### src/rtl/ext_irq_cond.sv
module ext_irq_cond #(
  parameter int N_PINS = 8,
  localparam int MODE_W = 2,
  localparam int DATA_W = N_PINS * MODE_W
) (
  input  logic              clk,
  input  logic              rst_n,
  input  logic [N_PINS-1:0] irq_pin,
  input  logic              wr_en,
  input  logic              wr_addr,
  input  logic [DATA_W-1:0] wr_data,
  output logic [N_PINS-1:0] irq_req
);

  logic [N_PINS-1:0] sync1, sync2, sync_d;
  logic [DATA_W-1:0] mode_q;
  logic [N_PINS-1:0] flag_q;
  logic [N_PINS-1:0] edge_hit;

  wire mode_wr = wr_en & ~wr_addr;
  wire clr_wr  = wr_en &  wr_addr;

  always_ff @(posedge clk or negedge rst_n) begin
    if (!rst_n) begin
      sync1  <= '0;
      sync2  <= '0;
      sync_d <= '0;
    end else begin
      sync1  <= irq_pin;
      sync2  <= sync1;
      sync_d <= sync2;
    end
  end

  always_ff @(posedge clk or negedge rst_n) begin
    if (!rst_n)       mode_q <= '0;
    else if (mode_wr) mode_q <= wr_data;
  end

  for (genvar i = 0; i < N_PINS; i++) begin : g_pin
    wire [MODE_W-1:0] cur = mode_q[MODE_W*i +: MODE_W];
    wire [MODE_W-1:0] nxt = wr_data[MODE_W*i +: MODE_W];
    wire is_edge = cur[1];
    wire rise = sync2[i] & ~sync_d[i];
    wire fall = ~sync2[i] & sync_d[i];

    assign edge_hit[i] = is_edge & (cur[0] ? fall : rise);

    always_ff @(posedge clk or negedge rst_n) begin
      if (!rst_n)                          flag_q[i] <= 1'b0;
      else if (mode_wr && nxt != cur)      flag_q[i] <= 1'b0;
      else if (!is_edge)                   flag_q[i] <= 1'b0;
      else if (edge_hit[i])                flag_q[i] <= 1'b1;
      else if (clr_wr && wr_data[i])       flag_q[i] <= 1'b0;
    end

    assign irq_req[i] = is_edge ? flag_q[i] : (sync2[i] ^ cur[0]);
  end

endmodule

### config.mk
export PLATFORM = sky130hd
export DESIGN_NAME = ext_irq_cond
export DESIGN_NICKNAME = d
export VERILOG_FILES = /design/src/rtl/ext_irq_cond.sv
export SDC_FILE = /design/constraint.sdc
export NUM_CORES = 1
export LEC_CHECK = 0
export BUFFER_PORTS_ARGS = -buffer_cell sky130_fd_sc_hd__buf_2
export CAP_MARGIN = 20
export CORE_MARGIN = 4
export CORE_UTILIZATION = 30
export DETAILED_ROUTE_END_ITERATION = 8
export MAX_ROUTING_LAYER = met4
export PLACE_DENSITY_LB_ADDON = 0.2
export SETUP_SLACK_MARGIN = 0.05
export SYNTH_ARGS = -nofsm -noshare
export SYNTH_HDL_FRONTEND = slang
export SYNTH_SLANG_ARGS = --single-unit
### constraint.sdc
create_clock -name clk -period 2.3 [get_ports clk]
set_input_delay 0.115 -clock clk [delete_from_list [all_inputs] [get_ports clk]]
set_output_delay 0.115 -clock clk [all_outputs]
set_load 0.01 [all_outputs]
==> results of run 1 <==
cells by family after synthesis:
| family | synth area share |
|---|---|
| flops | 0.5963 |
| xor+xnor | 0.06956 |
| compound gates | 0.08634 |
| simple gates | 0.2155 |
| buf+inv | 0.03229 |
cell type report:
type                    count  area [sq um]
fillers                   660          3991
flip-flops and latches     48          1201
multi-input cells         130         748.2
repair buffers             48         295.3
well taps                  77         96.34
clock buffers               8         90.09
Yosys cell counts:
cell type,n
a21oi_1,4
a21oi_2,4
a221oi_1,1
a222oi_1,7
buf_2,1
buf_4,2
buf_6,4
dfrtp_1,48
nand2_1,56
nand2b_4,1
nand3_1,8
nor2_1,7
nor2b_1,9
nor3b_1,5
nor3b_2,4
o21ai_0,8
xnor2_1,16
final timing paths:
path / startpoint / end / slack (ps) / cells past startpoint
worst min-delay path: wr_data[15] / mode_q[15] / 20 / 3
min in group asynchronous: rst_n / sync_d[2] / 340 / 2
worst max-delay path: mode_q[6] / irq_req[3] / 930 / 3
worst max register to register: mode_q[12] / flag_q[6] / 1120 / 3
max in group asynchronous: rst_n / mode_q[6] / 1370 / 3
worst min register to register: sync1[6] / sync2[6] / 350 / 0
report_power, final:
part | switching (uW) | internal [uW] | total, uW
registers | 61.7 | 911 | 973
clock network | 263 | 245 | 508
logic | 136 | 141 | 277
total | 460 | 1300 | 1760
worst max-delay path, stage by stage, from the launching register on:
cell and delay [ps]:
dfrtp_1 440, xnor2_1 140, o21ai_0 200, buf_2 180
repair_timing:
item | 4_1_cts | 5_1_grt
resized for setup | 0 | 0
hold buffers | 9 | 0
hold endpoints to repair | 31 | 0
per-layer routing:
metal / global-route usage / part of all wire / wire length [microns] / up-vias
met1: 0.1378 / 0.49 / 1936 / 670
met5: - / 0 / 0 / -
li1: - / - / - / 712
met2: 0.1560 / 0.44 / 1707 / 36
met4: 0.03061 / 0.013 / 49 / 0
met3: 0.04341 / 0.056 / 219 / 7
state kept, by name, indices dropped and copies added (netlist names):
register,cells
flag_q,8
sync2,8
sync1,8
sync_d,8
mode_q,16
stage by stage:
stage	util	cell area, sq um
floorplan	-	2014
global placement	0.3505	2251
finish	0.3785	2431
detailed placement	0.3505	2251
global route	0.3785	2431
CTS	0.3785	2431
==> flow_metrics.py, run 1 <==
metrics = {
    "floorplan": {
        "floorplan.die_area_sq_um": 8090,
        "coreArea_sq_um": 6422,
        "chipHeight_microns": 89.95,
        "start_util": 0.3137,
        "design.portCount": 36,
        "dieWidth_microns": 89.95,
        "row_count": 29,
    },
    "drt": {
        "dr.first_iter.drc_count": 54,
        "drt_pass1_iterations": 7,
        "number_of_drc_violations_after_detailed_routing": 0,
        "routed-via-count": 1425,
        "route.antenna.remaining_nets": 0,
        "routedWlPerCell_microns": 12.58,
        "drt-total-wl_microns": 3912,
        "route.detailed.vias_per_inst": 4.582,
    },
    "cells_and_area": {
        "nNetsFinal": 261,
        "drive_above_1_share": 0.2308,
        "layout-area-overhead-vs-synth_pct": 20.68,
        "mostFrequentLayoutCell": "nand2_1",
        "insertedDiodeCount": 0,
        "stdcell_count": 311,
        "layout_common_cells": "nand2_1 (56), dfrtp_1 (48), buf_2 (35), xnor2_1 (16)",
    },
    "synth": {
        "syn-instance-count": 185,
        "portion_of_synthesized_cell_area_occupied_by_the_leading_cell_type": 0.5963,
        "cell_type_with_the_largest_total_area_after_synthesis": "dfrtp_1",
        "syn-num-nets": 213,
        "synthesis.area_sq_um": 2014,
        "synth_top_cells_by_area": "dfrtp_1 (60%), nand2_1 (10%), xnor2_1 (7.0%)",
        "synth-seq-area-share": 0.5963,
        "ys_seq_elements": 48,
        "synthesis.area_per_instance_sq_um": 10.89,
        "post_synth_num_cell_types": 17,
        "synth.yosys.warnings": 0,
    },
    "global_routing": {
        "grt_usage": 0.1070,
        "grt.overflow.total": 0,
        "grt_pass1_vias": 1407,
        "grt_pass1_wl_microns": 6748,
        "grt_start_max_net_pins": 26,
        "antenna_found_initial": 0,
    },
    "sta": {
        "period_share": 0.5966,
        "setup_violations": 0,
        "final.setup.tns_ps": 0,
        "rsz0062_at_grt": "false",
        "final_min_period_ps": 1372,
        "hold_violations": 0,
        "clock-skew-final_ps": 3.277,
        "achievable-frequency_ghz": 0.7288,
        "transition_at_the_pin_with_the_smallest_max_transition_slack_ps": 561.4,
        "final.setup.worst_slack_ps": 927.9,
        "drv_slew": 0,
        "finalHoldWorstSlack_ps": 20.97,
        "slew-limit-headroom": 0.6257,
    },
    "clocking": {
        "cts_made_buffers": 5,
        "cts.reportedPaths.clkPinSlew_ps": 80,
        "clk_path_buf_depth": 2,
        "clock_tree_from_tritoncts": "yes",
        "htreeDepth": 2,
        "worst_skew_pair.late_latency_ps": 300,
        "root_buffer": "clkbuf_8",
        "post_cts_buffers": 0,
        "total_clock_sinks": 48,
    },
    "power_and_ir_drop": {
        "leakage_uw": 0.001115,
        "ir_worst_vdd_mv": 0.2363,
        "p_total_uw": 1758,
        "power.density_cell_area_nw_per_um2": 723.0,
    },
    "place": {
        "port-buffer-count": 35,
        "preCtsSetupSlack_ps": 1124,
        "gp_congestion": 0.7216,
        "detailedPlacementHpwl_microns": 2709,
        "place.detailed.instances": 294,
    },
    "flow_run": {
        "cap_violations": 0,
    },
    "setup_path": {
        "signal_arrival_time_at_the_worst_endpoint_ps": 1260,
        "worstPathMaxFanout": 5,
        "worst-setup-path-type": "flop to output port",
        "setup.worst_path.end_class": "output port",
        "critical_path.startpoint_type": "flop",
        "critical_path_required_ps": 2180,
    },
    "worst_hold_path": {
        "min-delay-path-class": "input pin to flop",
    },
    "run_status": {
        "run_status": "finished, final reports clean",
    },
}
No activity file was read; power rests on OpenSTA's default activity.
==> run 2, diff against run 1 <==
Clock period 2.3 ns to 1.1 ns, I/O delays scaled along.
==> run 2 against run 1 <==
Effect of this change:
- the run now ends with negative setup slack left
- hold slack got worse by 10 ps
- via count rose by 6.7%
- power rose by 150%
- count of clock-buffer cells in the layout fell by 1
- routed wire length rose by 9.9%
- register-to-register slack got worse by 1300 ps
- sequential cell count did not move
- final area rose by 20%
- clock skew rose by 0.67 ps
- sequential share of layout area fell by 8.1 points
- sequential power rose by 110%
- critical endpoint is now flag_q[6]
- largest cell class unchanged
- highest routed layer unchanged
==> flow_metrics.py, run 2 (synthesis results as in run 1) <==
metrics = {
    "run_status": {
        "run_status": "finished, violations left",
        "failed_checks": "negative setup slack",
    },
    "worst_hold_path": {
        "min-delay-path-class": "input pin to flop",
        "startpoint_of_the_worst_hold_path": "wr_data[6]",
    },
    "sta": {
        "hold_violations": 0,
        "drv_slew": 0,
        "rsz0062_at_grt": "true",
        "period_share": 1.179,
        "setup_violations": 13,
        "achievable-frequency_ghz": 0.7709,
        "clock-skew-final_ps": 3.947,
        "final.setup.tns_ps": -1487,
        "final.setup.worst_slack_ps": -197.2,
        "transition_at_the_pin_with_the_smallest_max_transition_slack_ps": 387.3,
        "slew-limit-headroom": 0.7418,
        "final_min_period_ps": 1297,
    },
    "cells_and_area": {
        "drive_above_1_share": 0.3421,
        "layout-area-overhead-vs-synth_pct": 44.35,
        "nNetsFinal": 293,
        "n_fill_cell": 609,
        "insertedDiodeCount": 0,
        "max_flop_register": "mode_q",
        "mostFrequentLayoutCell": "nand2_1",
        "number_of_flip_flops_under_the_largest_register_name": 16,
        "layout_common_cells": "nand2_1 (56), dfrtp_1 (48), buf_2 (35), dlygate4sd3_1 (22), buf_6 (13)",
    },
    "clocking": {
        "cts.reportedPaths.clkPinSlew_ps": 90,
        "root_buffer": "clkbuf_8",
        "clock_tree_from_tritoncts": "yes",
        "htreeDepth": 2,
        "total_clock_sinks": 48,
        "worst_skew_pair.late_latency_ps": 290,
        "clk_path_buf_depth": 2,
        "cts_made_buffers": 5,
    },
    "floorplan": {
        "design.portCount": 36,
        "start_util": 0.3137,
        "floorplan.die_area_sq_um": 8090,
        "row_count": 29,
        "dieWidth_microns": 89.95,
        "chipHeight_microns": 89.95,
        "coreArea_sq_um": 6422,
    },
    "global_routing": {
        "grt.overflow.total": 0,
        "antenna_found_initial": 0,
        "grt_start_max_net_pins": 40,
        "grt_pass1_wl_microns": 7320,
        "grt_pass1_vias": 1596,
        "grt_usage": 0.1140,
    },
    "setup_path": {
        "signal_arrival_time_at_the_worst_endpoint_ps": 1480,
        "timing.critical_path.slowest_stage_cell": "dfrtp_1",
        "crit_chain": "buf_4 > buf_6 > nor2b_1 > a222oi_1 > nor3b_2",
        "critical_path_required_ps": 1280,
        "worst_reg2reg_path_startpoint": "mode_q[12]",
        "path_buf_inv": 2,
        "crit_path_max_incr_delay_ps": 390,
        "critical_path.startpoint_type": "flop",
        "worst-setup-path-type": "flop to flop",
        "worstSetupStartpoint": "mode_q[12]",
        "cp_top_family": "flip-flops",
        "setup.worst_path.end_class": "flop",
        "worstPathMaxFanout": 2,
    },
    "drt": {
        "dr.first_iter.drc_count": 67,
        "route.antenna.remaining_nets": 0,
        "routed-via-count": 1520,
        "drt_pass1_iterations": 4,
        "number_of_drc_violations_after_detailed_routing": 0,
        "drt-total-wl_microns": 4299,
        "routedWlPerCell_microns": 12.53,
        "route.detailed.vias_per_inst": 4.431,
    },
    "power_and_ir_drop": {
        "internal-power_uw": 3232,
        "sw_frac_of_total": 0.2503,
        "netSwitchingPower_uw": 1079,
        "power.density_cell_area_nw_per_um2": 1483,
        "power_frac_comb": 0.212,
        "p_total_uw": 4311,
        "seq_power_share": 0.467,
        "leakage_uw": 0.001354,
        "power_frac_clock": 0.321,
        "ir_worst_vdd_mv": 0.4700,
    },
    "place": {
        "gp_congestion": 0.7102,
        "port-buffer-count": 35,
        "detailedPlacementHpwl_microns": 2742,
        "preCtsSetupSlack_ps": -15.15,
    },
    "flow_run": {
        "cap_violations": 0,
    },
}
-- run 2: per-layer routing --
layer  track usage  wire [microns]
met5             -               0
met1        0.1399            1978
met4       0.03444              46
met2        0.1830            2094
met3       0.03339             179
-- run 2: power by group through the flow --
stage | clock network, uW | logic, uW | registers [uW]
2_1_floorplan | 0 | 372 | 2040
3_3_place_gp | 0 | 655 | 2040
3_5_place_dp | 0 | 661 | 2040
4_1_cts | 1440 | 831 | 2010
5_1_grt | 1520 | 1010 | 2030
6_report | 1380 | 915 | 2010
-- run 2: timing repair --
| item | CTS | global route |
|---|---|---|
| pin swaps | 14 | 16 |
| hold buffers | 22 | 0 |
| setup buffers | 8 | 4 |
| hold endpoints to repair | 69 | 0 |
| setup endpoints to repair | 15 | 16 |
| gates resized for setup | 19 | 21 |
-- run 2: worst min-delay path, cell delays in order --
cell	delay [ps]
buf_2	110
nand2_1	50
nand2_1	60
-- run 2: worst paths after layout --
| check | end | slack, ps | cells past startpoint |
|---|---|---|---|
| worst max-delay path | flag_q[6] | -200 | 5 |
| worst min register to register | sync2[4] | 350 | 0 |
| worst min-delay path | mode_q[6] | 10 | 3 |
| min in group asynchronous | sync_d[1] | 150 | 2 |
| worst max register to register | flag_q[6] | -200 | 5 |
| max in group asynchronous | mode_q[9] | 460 | 3 |
-- run 2: area by class of cell --
type,count,area [sq um],area share
multi-input cells,130,854.6,0.2939
well taps,77,96.34,0.03313
repair buffers,80,629.4,0.2164
clock buffers,7,96.34,0.03313
flip-flops and latches,48,1201,0.4131
clock inverters,1,30.03,0.01033
-- run 2: through the flow --
step           cell area, sq um  hold slack, ps  std cells  utilization
2_1_floorplan              2014          -240.6        185            -
3_3_place_gp               2323          -54.06        302       0.3618
3_5_place_dp               2323          -56.73        302       0.3618
4_1_cts                    2786           4.215        340       0.4339
5_1_grt                    2908           8.150        343       0.4528
6_report                   2908           10.73        343       0.4528
==> run 3, diff against run 2 <==
Settings changed: REMOVE_ABC_BUFFERS set to 1.
Clock period 1.1 ns to 1.67 ns, I/O delays scaled along.
==> run 3 against run 2 <==
Effect of this change:
- the flow now finishes without violations
- clock skew hardly changed
- non-clock buffer count is 29 lower
- routed wire length decreased by 11%
- final area down 15%
- sequential share of layout area up 7.1 points
- final cell count is 8.7% lower
- sequential cell count did not move
- die area stayed put
- sequential power down 33%
- critical path depth shrank 2
- global-route usage decreased by 0.69 points
==> flow_metrics.py, run 3 (synthesis results as in run 1) <==
metrics = {
    "setup_path": {
        "signal_arrival_time_at_the_worst_endpoint_ps": 1230,
        "rr_worst_depth": 3,
        "setup.worst_path.end_class": "output port",
        "worst-setup-path-type": "flop to output port",
        "critical_path.startpoint_type": "flop",
        "cp_num_cells": 3,
        "crit_chain": "xnor2_1 > o21ai_0 > buf_2",
        "timing.critical_path.slowest_stage_cell": "dfrtp_1",
        "worstPathMaxFanout": 5,
        "critical_path_required_ps": 1590,
        "worst_reg2reg_path_startpoint": "mode_q[12]",
        "worstSetupStartpoint": "mode_q[4]",
        "reg2reg_slack_ps": 490,
        "path_buf_inv": 1,
        "cp_top_family": "flip-flops",
        "r2r_end": "flag_q[6]",
        "crit_path_end": "irq_req[2]",
        "crit_path_max_incr_delay_ps": 440,
    },
    "power_and_ir_drop": {
        "ir_worst_vdd_mv": 0.4730,
        "leakage_uw": 0.001136,
        "p_total_uw": 2455,
        "power.density_cell_area_nw_per_um2": 988.8,
    },
    "cells_and_area": {
        "max_flop_register": "mode_q",
        "layout_common_cells": "nand2_1 (56), dfrtp_1 (48), buf_2 (35), xnor2_1 (16), dlygate4sd3_1 (13)",
        "area_of_combinational_cells_with_multiple_inputs_sq_um": 748.2,
        "insertedDiodeCount": 0,
        "n_fill_cell": 655,
        "layout-area-overhead-vs-synth_pct": 23.23,
        "mostFrequentLayoutCell": "nand2_1",
        "number_of_flip_flops_under_the_largest_register_name": 16,
        "nNetsFinal": 264,
        "drive_above_1_share": 0.2288,
        "area.sequential_sq_um": 1201,
    },
    "drt": {
        "route.detailed.vias_per_inst": 4.502,
        "drt-total-wl_microns": 3808,
        "dr.first_iter.drc_count": 64,
        "route.antenna.remaining_nets": 0,
        "routedWlPerCell_microns": 12.17,
        "routed-via-count": 1409,
        "number_of_drc_violations_after_detailed_routing": 0,
        "drt_pass1_iterations": 5,
    },
    "place": {
        "gp_congestion": 0.6929,
        "port-buffer-count": 35,
        "preCtsSetupSlack_ps": 488.6,
        "detailedPlacementHpwl_microns": 2691,
    },
    "sta": {
        "achievable-frequency_ghz": 0.7604,
        "drv_slew": 0,
        "clock-skew-final_ps": 4.138,
        "rsz0062_at_grt": "false",
        "period_share": 0.7875,
        "final_min_period_ps": 1315,
        "slew-limit-headroom": 0.7104,
        "final.setup.tns_ps": 0,
        "hold_violations": 0,
        "setup_violations": 0,
        "finalHoldWorstSlack_ps": 7.941,
        "transition_at_the_pin_with_the_smallest_max_transition_slack_ps": 434.3,
        "final.setup.worst_slack_ps": 354.9,
    },
    "floorplan": {
        "design.portCount": 36,
        "floorplan.die_area_sq_um": 8090,
        "start_util": 0.3137,
        "coreArea_sq_um": 6422,
        "chipHeight_microns": 89.95,
        "row_count": 29,
        "dieWidth_microns": 89.95,
    },
    "worst_hold_path": {
        "min-delay-path-class": "input pin to flop",
    },
    "run_status": {
        "run_status": "finished, final reports clean",
    },
    "global_routing": {
        "grt_pass1_wl_microns": 6851,
        "antenna_found_initial": 0,
        "grt_pass1_vias": 1451,
        "grt.overflow.total": 0,
        "grt_start_max_net_pins": 32,
        "grt_usage": 0.1071,
    },
    "clocking": {
        "clock_tree_from_tritoncts": "yes",
        "htreeDepth": 2,
        "cts-resized-gates": 0,
        "root_buffer": "clkbuf_8",
        "total_clock_sinks": 48,
        "cts_made_buffers": 5,
        "cts.reportedPaths.clkPinSlew_ps": 80,
        "clk_path_buf_depth": 2,
        "worst_skew_pair.late_latency_ps": 290,
    },
    "flow_run": {
        "cap_violations": 0,
    },
}
## run 3: how the worst min path moves through the flow
| stage | startpoint | end | slack, ps | depth (start not counted) |
|---|---|---|---|---|
| floorplan | rst_n | flag_q[0] | -210 | 0 |
| global placement | rst_n | sync2[1] | 60 | 1 |
| detailed placement | rst_n | sync2[1] | 50 | 1 |
| CTS | wr_data[8] | mode_q[8] | 1 | 3 |
| global route | wr_data[8] | mode_q[8] | 7 | 3 |
| finish | wr_data[8] | mode_q[8] | 8 | 3 |
## run 3: timing repair
action / CTS / global route
endpoints found under the hold margin: 29 / 0
setup buffers: 0 / 0
hold buffers: 13 / 0
## run 3: final cells by class
cell class                 count  share of cell area
timing repair buffer          51              0.1371
multi-input combinational    130              0.3014
clock buffer                   7             0.03881
sequential                    48              0.4839
tap                           77             0.03881
## run 3: per-stage QoR
stage | cell area [sq um] | std cells | util
3_5_place_dp | 2256 | 293 | 0.3513
3_3_place_gp | 2256 | 293 | 0.3513
6_report | 2482 | 313 | 0.3865
5_1_grt | 2482 | 313 | 0.3865
2_1_floorplan | 1949 | 178 | -
4_1_cts | 2482 | 313 | 0.3865
## run 3: layer usage
layer / GRT usage / share of wire
met5: - / 0
met3: 0.03088 / 0.057
met2: 0.1617 / 0.45
met1: 0.1413 / 0.48
met4: 0.03061 / 0.011
## run 3: tightest hold or removal path, cell delays in order
cell     delay [ps]
buf_2            90
nand2_1          40
nand2_1          50
## run 3: where the power goes
part / switching (uW) / internal, uW / leakage (uW)
clock: 359 / 369 / 0.0000503
sequential: 84.9 / 1250 / 0.000587
combinational: 185 / 202 / 0.000499
total: 629 / 1830 / 0.00114
